[src/rtl/hexld_pkg.sv]
package hexld_pkg;

  localparam logic [7:0] START_MARK = 8'h3A;
  localparam logic [7:0] KIND_DATA  = 8'h00;
  localparam logic [7:0] KIND_END   = 8'h01;

  typedef enum logic [1:0] {
    PS_HUNT,
    PS_FIELD,
    PS_DONE,
    PS_HALT
  } pstate_t;

  typedef enum logic [2:0] {
    FD_LEN,
    FD_ADDR_HI,
    FD_ADDR_LO,
    FD_KIND,
    FD_DATA,
    FD_CSUM
  } field_t;

  typedef enum logic [1:0] {
    RS_IDLE,
    RS_SEND,
    RS_JUMP
  } rstate_t;

endpackage

[src/rtl/hexld_rst_sync.sv]
module hexld_rst_sync #(
  parameter int STAGES = 2
) (
  input  logic clk,
  input  logic rst_n,
  output logic rst_n_sync
);

  logic [STAGES-1:0] chain_q;

  always_ff @(posedge clk or negedge rst_n) begin
    if (!rst_n) chain_q <= '0;
    else        chain_q <= {chain_q[STAGES-2:0], 1'b1};
  end

  assign rst_n_sync = chain_q[STAGES-1];

endmodule

[src/rtl/hexld_nibble.sv]
module hexld_nibble (
  input  logic [7:0] ch,
  output logic [3:0] val,
  output logic       ok
);

  logic [7:0] off;

  always_comb begin
    off = 8'h00;
    ok  = 1'b0;
    if (ch >= 8'h30 && ch <= 8'h39) begin
      off = ch - 8'h30;
      ok  = 1'b1;
    end else if (ch >= 8'h41 && ch <= 8'h46) begin
      off = ch - 8'h37;
      ok  = 1'b1;
    end
    val = off[3:0];
  end

endmodule

[src/rtl/hexld_parser.sv]
module hexld_parser
  import hexld_pkg::*;
#(
  parameter int ADDR_W = 16
) (
  input  logic              clk,
  input  logic              rst_n,
  input  logic              rx_valid,
  input  logic [7:0]        rx_data,
  input  logic              rx_error,
  output logic              ram_we,
  output logic [ADDR_W-1:0] ram_addr,
  output logic [7:0]        ram_wdata,
  output logic              end_ok,
  output logic              halted,
  output logic [15:0]       entry_addr
);

  pstate_t     state_q, state_d;
  field_t      field_q, field_d;
  logic        phase_q, phase_d;
  logic [3:0]  hi_q, hi_d;
  logic [7:0]  len_q, len_d;
  logic [15:0] addr_q, addr_d;
  logic [7:0]  kind_q, kind_d;
  logic [7:0]  cnt_q, cnt_d;
  logic [7:0]  sum_q, sum_d;
  logic        seen_q, seen_d;
  logic [15:0] entry_q, entry_d;
  logic        we_d, end_d;
  logic [ADDR_W-1:0] waddr_q, waddr_d;
  logic [7:0]  wdata_q, wdata_d;
  logic        we_q, end_q;

  logic [3:0]  nib_val;
  logic        nib_ok;
  logic [7:0]  cur_byte;
  logic [7:0]  sum_next;
  logic [15:0] target;

  hexld_nibble u_nib (
    .ch  (rx_data),
    .val (nib_val),
    .ok  (nib_ok)
  );

  assign cur_byte = {hi_q, nib_val};
  assign sum_next = sum_q + cur_byte;
  assign target   = addr_q + {8'h00, cnt_q};

  always_comb begin
    state_d = state_q;
    field_d = field_q;
    phase_d = phase_q;
    hi_d    = hi_q;
    len_d   = len_q;
    addr_d  = addr_q;
    kind_d  = kind_q;
    cnt_d   = cnt_q;
    sum_d   = sum_q;
    seen_d  = seen_q;
    entry_d = entry_q;
    we_d    = 1'b0;
    end_d   = 1'b0;
    waddr_d = waddr_q;
    wdata_d = wdata_q;
    case (state_q)
      PS_HUNT: begin
        if (rx_valid) begin
          if (rx_error) begin
            state_d = PS_HALT;
          end else if (rx_data == START_MARK) begin
            state_d = PS_FIELD;
            field_d = FD_LEN;
            phase_d = 1'b0;
            sum_d   = 8'h00;
            cnt_d   = 8'h00;
          end
        end
      end
      PS_FIELD: begin
        if (rx_valid) begin
          if (rx_error || !nib_ok) begin
            state_d = PS_HALT;
          end else if (!phase_q) begin
            hi_d    = nib_val;
            phase_d = 1'b1;
          end else begin
            phase_d = 1'b0;
            sum_d   = sum_next;
            case (field_q)
              FD_LEN: begin
                len_d   = cur_byte;
                field_d = FD_ADDR_HI;
              end
              FD_ADDR_HI: begin
                addr_d[15:8] = cur_byte;
                field_d      = FD_ADDR_LO;
              end
              FD_ADDR_LO: begin
                addr_d[7:0] = cur_byte;
                field_d     = FD_KIND;
              end
              FD_KIND: begin
                kind_d = cur_byte;
                cnt_d  = 8'h00;
                if (cur_byte != KIND_DATA && cur_byte != KIND_END)
                  state_d = PS_HALT;
                else if (cur_byte == KIND_END && len_q != 8'h00)
                  state_d = PS_HALT;
                else if (len_q == 8'h00)
                  field_d = FD_CSUM;
                else
                  field_d = FD_DATA;
              end
              FD_DATA: begin
                we_d    = 1'b1;
                waddr_d = target[ADDR_W-1:0];
                wdata_d = cur_byte;
                cnt_d   = cnt_q + 8'h01;
                if (cnt_q == len_q - 8'h01) field_d = FD_CSUM;
              end
              FD_CSUM: begin
                if (sum_next != 8'h00) begin
                  state_d = PS_HALT;
                end else if (kind_q == KIND_END) begin
                  state_d = PS_DONE;
                  end_d   = 1'b1;
                end else begin
                  state_d = PS_HUNT;
                  if (!seen_q) begin
                    seen_d  = 1'b1;
                    entry_d = addr_q;
                  end
                end
              end
              default: state_d = PS_HALT;
            endcase
          end
        end
      end
      PS_DONE: state_d = PS_DONE;
      default: state_d = PS_HALT;
    endcase
  end

  always_ff @(posedge clk or negedge rst_n) begin
    if (!rst_n) begin
      state_q <= PS_HUNT;
      field_q <= FD_LEN;
      phase_q <= 1'b0;
      hi_q    <= 4'h0;
      len_q   <= 8'h00;
      addr_q  <= 16'h0000;
      kind_q  <= 8'h00;
      cnt_q   <= 8'h00;
      sum_q   <= 8'h00;
      seen_q  <= 1'b0;
      entry_q <= 16'h0000;
      we_q    <= 1'b0;
      end_q   <= 1'b0;
      waddr_q <= '0;
      wdata_q <= 8'h00;
    end else begin
      state_q <= state_d;
      field_q <= field_d;
      phase_q <= phase_d;
      hi_q    <= hi_d;
      len_q   <= len_d;
      addr_q  <= addr_d;
      kind_q  <= kind_d;
      cnt_q   <= cnt_d;
      sum_q   <= sum_d;
      seen_q  <= seen_d;
      entry_q <= entry_d;
      we_q    <= we_d;
      end_q   <= end_d;
      if (we_d) begin
        waddr_q <= waddr_d;
        wdata_q <= wdata_d;
      end
    end
  end

  assign ram_we     = we_q;
  assign ram_addr   = waddr_q;
  assign ram_wdata  = wdata_q;
  assign end_ok     = end_q;
  assign halted     = (state_q == PS_HALT);
  assign entry_addr = entry_q;

  assert_halt_sticky_R7: assert property (@(posedge clk) disable iff (!rst_n)
    halted |=> halted);

  assert_no_write_halted_R7: assert property (@(posedge clk) disable iff (!rst_n)
    halted |=> !ram_we);

  assert_end_single_R9: assert property (@(posedge clk) disable iff (!rst_n)
    end_ok |=> !end_ok && !ram_we && !halted);

  assert_reject_bad_char_R2: assert property (@(posedge clk) disable iff (!rst_n)
    (state_q == PS_FIELD && rx_valid && !nib_ok) |=> halted);

endmodule

[src/rtl/hexld_reply.sv]
module hexld_reply
  import hexld_pkg::*;
#(
  parameter int SUM_W = 16
) (
  input  logic             clk,
  input  logic             rst_n,
  input  logic             wr_en,
  input  logic [7:0]       wr_data,
  input  logic             end_ok,
  input  logic [15:0]      entry_addr,
  input  logic             tx_ready,
  output logic             tx_valid,
  output logic [7:0]       tx_data,
  output logic             jump_valid,
  output logic [15:0]      jump_addr
);

  localparam int NBYTES = SUM_W / 8;
  localparam int CNT_W  = $clog2(NBYTES + 1);

  rstate_t          st_q, st_d;
  logic [SUM_W-1:0] acc_q, acc_d;
  logic [SUM_W-1:0] shr_q, shr_d;
  logic [CNT_W-1:0] left_q, left_d;
  logic [15:0]      jaddr_q, jaddr_d;

  always_comb begin
    st_d    = st_q;
    acc_d   = acc_q;
    shr_d   = shr_q;
    left_d  = left_q;
    jaddr_d = jaddr_q;
    if (wr_en) acc_d = acc_q + {{(SUM_W-8){1'b0}}, wr_data};
    case (st_q)
      RS_IDLE: begin
        if (end_ok) begin
          st_d    = RS_SEND;
          shr_d   = acc_q;
          left_d  = CNT_W'(NBYTES);
          jaddr_d = entry_addr;
        end
      end
      RS_SEND: begin
        if (tx_ready) begin
          shr_d  = shr_q << 8;
          left_d = left_q - 1'b1;
          if (left_q == CNT_W'(1)) st_d = RS_JUMP;
        end
      end
      default: st_d = RS_JUMP;
    endcase
  end

  always_ff @(posedge clk or negedge rst_n) begin
    if (!rst_n) begin
      st_q    <= RS_IDLE;
      acc_q   <= '0;
      shr_q   <= '0;
      left_q  <= '0;
      jaddr_q <= 16'h0000;
    end else begin
      st_q    <= st_d;
      acc_q   <= acc_d;
      shr_q   <= shr_d;
      left_q  <= left_d;
      jaddr_q <= jaddr_d;
    end
  end

  assign tx_valid   = (st_q == RS_SEND);
  assign tx_data    = shr_q[SUM_W-1 -: 8];
  assign jump_valid = (st_q == RS_JUMP);
  assign jump_addr  = jaddr_q;

  assert_tx_hold_R9: assert property (@(posedge clk) disable iff (!rst_n)
    (tx_valid && !tx_ready) |=> (tx_valid && $stable(tx_data)));

  assert_tx_after_end_R8: assert property (@(posedge clk) disable iff (!rst_n)
    $rose(tx_valid) |-> $past(end_ok));

  assert_jump_hold_R11: assert property (@(posedge clk) disable iff (!rst_n)
    jump_valid |=> (jump_valid && $stable(jump_addr) && !tx_valid));

endmodule

[src/rtl/hex_ram_loader.sv]
module hex_ram_loader #(
  parameter int ADDR_W = 16,
  parameter int SUM_W  = 16
) (
  input  logic              clk,
  input  logic              rst_n,
  input  logic              rx_valid,
  input  logic [7:0]        rx_data,
  input  logic              rx_error,
  output logic              tx_valid,
  input  logic              tx_ready,
  output logic [7:0]        tx_data,
  output logic              ram_we,
  output logic [ADDR_W-1:0] ram_addr,
  output logic [7:0]        ram_wdata,
  output logic              halted,
  output logic              jump_valid,
  output logic [15:0]       jump_addr
);

  logic        rst_n_s;
  logic        end_ok;
  logic [15:0] entry_addr;

  hexld_rst_sync #(.STAGES(2)) u_rst (
    .clk        (clk),
    .rst_n      (rst_n),
    .rst_n_sync (rst_n_s)
  );

  hexld_parser #(.ADDR_W(ADDR_W)) u_parse (
    .clk        (clk),
    .rst_n      (rst_n_s),
    .rx_valid   (rx_valid),
    .rx_data    (rx_data),
    .rx_error   (rx_error),
    .ram_we     (ram_we),
    .ram_addr   (ram_addr),
    .ram_wdata  (ram_wdata),
    .end_ok     (end_ok),
    .halted     (halted),
    .entry_addr (entry_addr)
  );

  hexld_reply #(.SUM_W(SUM_W)) u_reply (
    .clk        (clk),
    .rst_n      (rst_n_s),
    .wr_en      (ram_we),
    .wr_data    (ram_wdata),
    .end_ok     (end_ok),
    .entry_addr (entry_addr),
    .tx_ready   (tx_ready),
    .tx_valid   (tx_valid),
    .tx_data    (tx_data),
    .jump_valid (jump_valid),
    .jump_addr  (jump_addr)
  );

  assert_silent_halt_R7: assert property (@(posedge clk) disable iff (!rst_n_s)
    halted |-> (!tx_valid && !jump_valid));

  assert_rx_error_halts_R6: assert property (@(posedge clk) disable iff (!rst_n_s)
    (rx_valid && rx_error && !end_ok && !tx_valid && !jump_valid) |=> halted);

endmodule

[config.mk]
export PLATFORM = sky130hd
export DESIGN_NAME = hex_ram_loader
export DESIGN_NICKNAME = d
export VERILOG_FILES = /design/src/rtl/hexld_pkg.sv /design/src/rtl/hexld_rst_sync.sv /design/src/rtl/hexld_nibble.sv /design/src/rtl/hexld_parser.sv /design/src/rtl/hexld_reply.sv /design/src/rtl/hex_ram_loader.sv
export SDC_FILE = /design/constraint.sdc
export NUM_CORES = 1
export LEC_CHECK = 0
export ABC_AREA = 1
export BUFFER_PORTS_ARGS = -buffer_cell sky130_fd_sc_hd__buf_2
export CORE_MARGIN = 3
export CORE_UTILIZATION = 47
export DETAILED_ROUTE_END_ITERATION = 6
export PLACE_DENSITY = 0.7
export SYNTH_ARGS = -nofsm -noshare
export SYNTH_HDL_FRONTEND = slang
export SYNTH_HIERARCHICAL = 1
export SYNTH_SLANG_ARGS = --single-unit
[constraint.sdc]
create_clock -name clk -period 6.2 [get_ports clk]
set_input_delay 0.93 -clock clk [delete_from_list [all_inputs] [get_ports clk]]
set_output_delay 0.93 -clock clk [all_outputs]
set_load 0.005 [all_outputs]
# Word-level counts from Yosys, hierarchy flattened
# Cells that the tools add are included.
# word_totals
register_bits	155
input_bits	13
output_inout_bits	52
elab_cells	174
# classes
add_sub_neg	8
n_lt_le_gt_ge	4
eq_ne	34
muxes	69
bitwise	5
n_reduce_logical	32
# ops
operator	n
$mux W8	9
$pmux W8 S2	3
$add A16 B8 Y16	2
$mux W16	2
$pmux W16 S2	1
$mux W2	15
$mux W3	9
$reduce_bool A8 Y1	3
$mux W1	21
$reduce_and A5 Y1	4
$reduce_and A6 Y1	3
$eq A8 B1 Y1 const B	2
$reduce_and A8 Y1	2
$pmux W3 S5	1
$reduce_and A7 Y1	2
$pmux W2 S3	2
$reduce_and A11 Y1	1
$ne A2 B2 Y1 const B	5
$ne A3 B2 Y1 const B	3
$ne A3 B3 Y1 const B	3
$add A8 B1 Y8 const B	1
$add A8 B8 Y8	1
$eq A8 B6 Y1 const B	1
$eq A8 B8 Y1	1
34 further kinds	55

# Logic depth before layout (Yosys ltp)
# depth
depth_word	13
ltp_mapped	23
mapped_depth_nobuf	22

# Cells and area by module
# Netlist, hierarchy kept.
# by_module_without_submodules
mod	instances	cells_per_inst	area_per_inst_um2	seq_area_each_um2
hexld_parser	1	692	5444.0	2527.4
hexld_reply	1	317	2786.4	1301.2
hexld_nibble	1	37	206.4	0.0
hexld_rst_sync	1	3	53.8	50.0

# Worst setup path before layout
# OpenSTA, ideal clock, no wires.
# synth_timing
path_type	input to register
startpoint	in rx_data[1]
endpoint	reg u_parse.entry_q[10], in the netlist u_parse/entry_addr[10]
setup_ns	0.121
t_arrival_ns	3.216
required_time_ns	6.079
path_slack_ns	2.864
path_stages	19
n_path_buf	1
cell_sequence	inv_1 -> ha_1 -> inv_1 -> nand3_1 -> nand2_1 -> clkinv_2 -> nand3_1 -> nand2_1 -> ha_1 -> fa_1 -> xnor2_1 -> nand3_1 -> nor2_1 -> nand3_1 -> nor2_2 -> nand4_2 -> buf_2 -> nand2_1 -> o21ai_2
# synth_between
elab_chain_len	8
elab_cells_between_ends	19
classes_between	3 x add/sub; 4 x order compare; 4 x mux; 2 x bitwise; 6 x reduce/logical
# synth_lines
element	line	rtl
start: declaration	hex_ram_loader.sv:8	input logic [7:0] rx_data,
$ge A8 B7 Y1 / $le A8 B7 Y1 (equally long branches)	hexld_nibble.sv:15	end else if (ch >= 8'h41 && ch <= 8'h46) begin
$logic_and A1 B1 Y1	hexld_nibble.sv:15	
$mux W4	hexld_nibble.sv:15	
$mux W4 (*)	hexld_nibble.sv:12	if (ch >= 8'h30 && ch <= 8'h39) begin
net u_parse.nib_val[0]	hexld_parser.sv:35	logic [3:0] nib_val;
$add A8 B8 Y8 (*)	hexld_parser.sv:48	assign sum_next = sum_q + cur_byte;
$reduce_bool A8 Y1 (*)	hexld_parser.sv:124	if (sum_next != 8'h00) begin
$not A1 Y1 (no line) (*)	n/a	
$reduce_and A8 Y1 (no line) (*)	n/a	
end signal: assignment	hexld_parser.sv:175	entry_q <= entry_d;
end: declaration	hexld_parser.sv:29	logic [15:0] entry_q, entry_d;
# Mark *: on every way through the listed nets, which the timed path passes. The rest lies on a longest branch.
# A chain may end at the register's enable or synchronous reset.

# Worst setup path after layout
# layout_timing
startpoint	in rx_data[1]
endpoint	reg u_parse.entry_q[9], in the netlist u_parse/entry_addr[9]
# Same word-level chain as after synthesis.

==> impl_metrics.toml <==
[setup_path]
crit_family = "simple AND/OR/NAND/NOR gates"
r2r_cells = 10
critPathLaunchType = "input port"
crit_chain = "buf_2, inv_1, ha_1, inv_1, nand3_1, nand2_1, clkinv_2, nand3_1, nand2_1, ha_1, fa_1, xnor2_1, nand3_1, nor2_1, nand3_1, nor2_2, nand4_2, nand2_1, o21ai_2"
worst-path-stages = 19
crit_path_end_kind = "flip-flop"
critPathBufInv = 4
cp_slowest_cell = "nand4_2"
worst_path_most_repeated_cell = "nand3_1"
critical_path_arrival_ns = 3.95
crit_fanout = 23
critical_path_class = "input port to flip-flop"
required_ns = 6.49
cp_slowest_stage_delay_ns = 0.50

[placed_design]
place_congestion = 0.9214
numPortBuffers = 64
placed_area_um2 = 8902
dp_hpwl_um = 14270

[power]
power-per-cell-area_nw_per_um2 = 224.3
p_leak_nw = 4.828
peakVddDrop_v = 0.0002147

[clock_tree]
cts_tree = "yes"
htree_levels = 4
numCtsBuffers = 17
clk_pin_slew_ns = 0.06
holdBufCountCts = 0
cts_buffer_depth = 2
clk_latency_ns = 0.42
clock-sinks = 155
postCtsSetupBuffers = 0
post_cts_resized = 0
cts-root-buf = "clkbuf_16"

[logic_synthesis]
synthCells = 1049
synth_top_area_share_pct = 45.68
syn_area_um2 = 8491
synth_cell_types = 44
synth-async-reset-ratio_pct = 100.0
synthTopCellsByArea = "dfrtp_1, nand2_1, inv_1, nand3_1, o21ai_0"
yosysTopAreaCell = "dfrtp_1"
syn-num-nets = 1095
synth-seq-cells = 155
synth_edf_count = 0
yosysWarnings = 6
synth_ff_type = "dfrtp_1"
ys_seq_area_share_pct = 45.68
synth.avg_cell_area_um2 = 8.094

[route]
ant_nets = 0
drc = 0
drt_iter0_markers = 583
vias_per_cell = 5.195
routed_wl_um = 19310
drtPass1Iterations = 5
num_vias = 6967
wl_per_cell_um = 14.40

[timing]
period_share_pct = 59.04
setup_tns_ns = 0
clock_skew_ns = 0.01225
hold_violations = 0
fin_crit_ns = 3.660
fmax_ghz = 0.2732
setup_viol = 0
tightest_slew_ns = 0.8678
slew_violations = 0
rsz0062_at_grt = "false"
slew_headroom_pct = 42.14

[cells_and_area]
n_antenna_cell = 0
fill_cells = 1622
final_area_um2 = 9507
drive_gt1_share_pct = 14.43
regArea_um2 = 3882
nets = 1149
syn_to_final_growth_pct = 11.97
multi_input_area_um2 = 3940

[die]
dieHeight_um = 140.4
num_rows = 48
die_area_um2 = 19710
initial_core_util_pct = 48.58
io_pins = 65
fp.dieW_um = 140.4
core-area_um2 = 17480

[global_route]
grt_antenna_before_repair = 0
grt_pass1_wl_um = 32850
grt_pass1_vias = 6443
grt_usage_pct = 20.55
overflow = 0
grt_max_degree = 70

[hold_path]
hp-class = "flip-flop to async pin"

[flow_run]
maxCapViolCount = 0

[run_status]
status = "finished, final reports clean"
==> where the power goes <==
group          switching (W)  total [W]  leakage, nW  internal, W
Sequential        0.00000768    0.00102         2.00      0.00101
Clock               0.000436    0.00106        0.290     0.000624
Combinational      0.0000372  0.0000502         2.54    0.0000130
Total               0.000481    0.00213         4.83      0.00165
==> state kept, by name (all words and copies together), names as in the netlist, 2 cells and up <==
| signal | count |
|---|---|
| u_parse/addr_q | 16 |
| u_parse/cnt_q | 8 |
| u_parse/entry_addr | 16 |
| u_parse/field_q | 3 |
| u_parse/hi_q | 4 |
| u_parse/kind_q | 8 |
| u_parse/len_q | 8 |
| u_parse/ram_addr | 16 |
| u_parse/ram_wdata | 8 |
| u_parse/state_q | 2 |
| u_parse/sum_q | 8 |
| u_reply/acc_q | 16 |
| u_reply/jump_addr | 16 |
| u_reply/left_q | 2 |
| u_reply/shr_q | 16 |
| u_reply/st_q | 2 |
| u_rst/chain_q | 2 |
==> cell usage after synthesis (all sizes together) (8+ instances only) <==
library cell,number
a21oi,24
a31oi,11
buf,25
dfrtp,155
ha,30
inv,122
mux2,16
nand2,316
nand3,87
nand3b,8
nand4,16
nor2,70
nor3,19
o21ai,109
xnor2,8
xor2,9
==> cell type report <==
class / count / area share, %
Clock buffer: 19 / 4.764
Clock inverter: 13 / 1.593
Inverter: 123 / 4.870
Multi-Input combinational cell: 740 / 41.45
Sequential cell: 155 / 40.84
Tap cell: 225 / 2.961
Timing Repair Buffer: 66 / 3.527
==> metrics by stage <==
stage	util (%)	setup slack [ns]	std cells	total power (W)	hold slack, ns
after floorplan	-	1.561	1049	0.001070	0.3312
after global placement	50.94	2.207	1309	0.001091	0.2889
after detailed placement	50.94	2.118	1309	0.001091	0.2896
after CTS	54.40	2.546	1341	0.002152	0.2644
after global routing	54.40	2.236	1341	0.002215	0.2689
final	54.40	2.540	1341	0.002132	0.2784
==> cells in the final DEF, fill, tap and decap left out, types with 12 or more instances in the layout <==
cell / Yosys / routed
inv_1: 113 / 113
buf_2: 8 / 64
a21oi_1: 23 / 23
nor3_1: 14 / 14
ha_1: 30 / 30
o21ai_1: 22 / 22
dfrtp_1: 155 / 154
nand3_1: 81 / 81
mux2_4: 12 / 12
clkbuf_16: 0 / 17
nand4_1: 15 / 15
o21ai_0: 79 / 79
nor2_1: 61 / 61
nand2_1: 311 / 311
==> cell families after synthesis <==
group / count (synthesis) / synth area share (%)
AND/OR/NAND/NOR: 519 / 26.91
flip-flops: 155 / 45.68
AO/OA/AOI/OAI: 154 / 9.918
buffers and inverters: 154 / 7.913
adder cells (fa/ha/maj): 33 / 5.128
XOR/XNOR: 17 / 1.754
multiplexers: 16 / 2.652
other: 1 / 0.04417
==> per-layer routing <==
layer | global-route usage (%) | part of all wire [%] | up-vias
met5 | 0 | 0 | -
met4 | 7.292 | 2.5 | 0
met3 | 3.346 | 5.1 | 38
met2 | 30.24 | 44 | 182
met1 | 30.71 | 49 | 3222
li1 | - | - | 3525
==> final timing paths <==
| kind | slack [ns] | to | from |
|---|---|---|---|
| setup reg to reg | 3.48 | u_parse/entry_addr[9]$_DFFE_PN0P_ | u_parse/sum_q[0]$_DFFE_PN0P_ |
| setup / recovery | 2.54 | u_parse/entry_addr[9]$_DFFE_PN0P_ | rx_data[1] |
| hold reg to reg | 0.28 | u_reply/left_q[1]$_DFFE_PN0P_ | u_rst/chain_q[1]$_DFF_PN0_ |
| min in group clk | 0.36 | u_rst/chain_q[1]$_DFF_PN0_ | u_rst/chain_q[0]$_DFF_PN0_ |
| max in group asynchronous | 4.70 | u_parse/entry_addr[11]$_DFFE_PN0P_ | u_rst/chain_q[1]$_DFF_PN0_ |
| hold / removal | 0.28 | u_reply/left_q[1]$_DFFE_PN0P_ | u_rst/chain_q[1]$_DFF_PN0_ |
No activity file was read; power rests on OpenSTA's default activity.
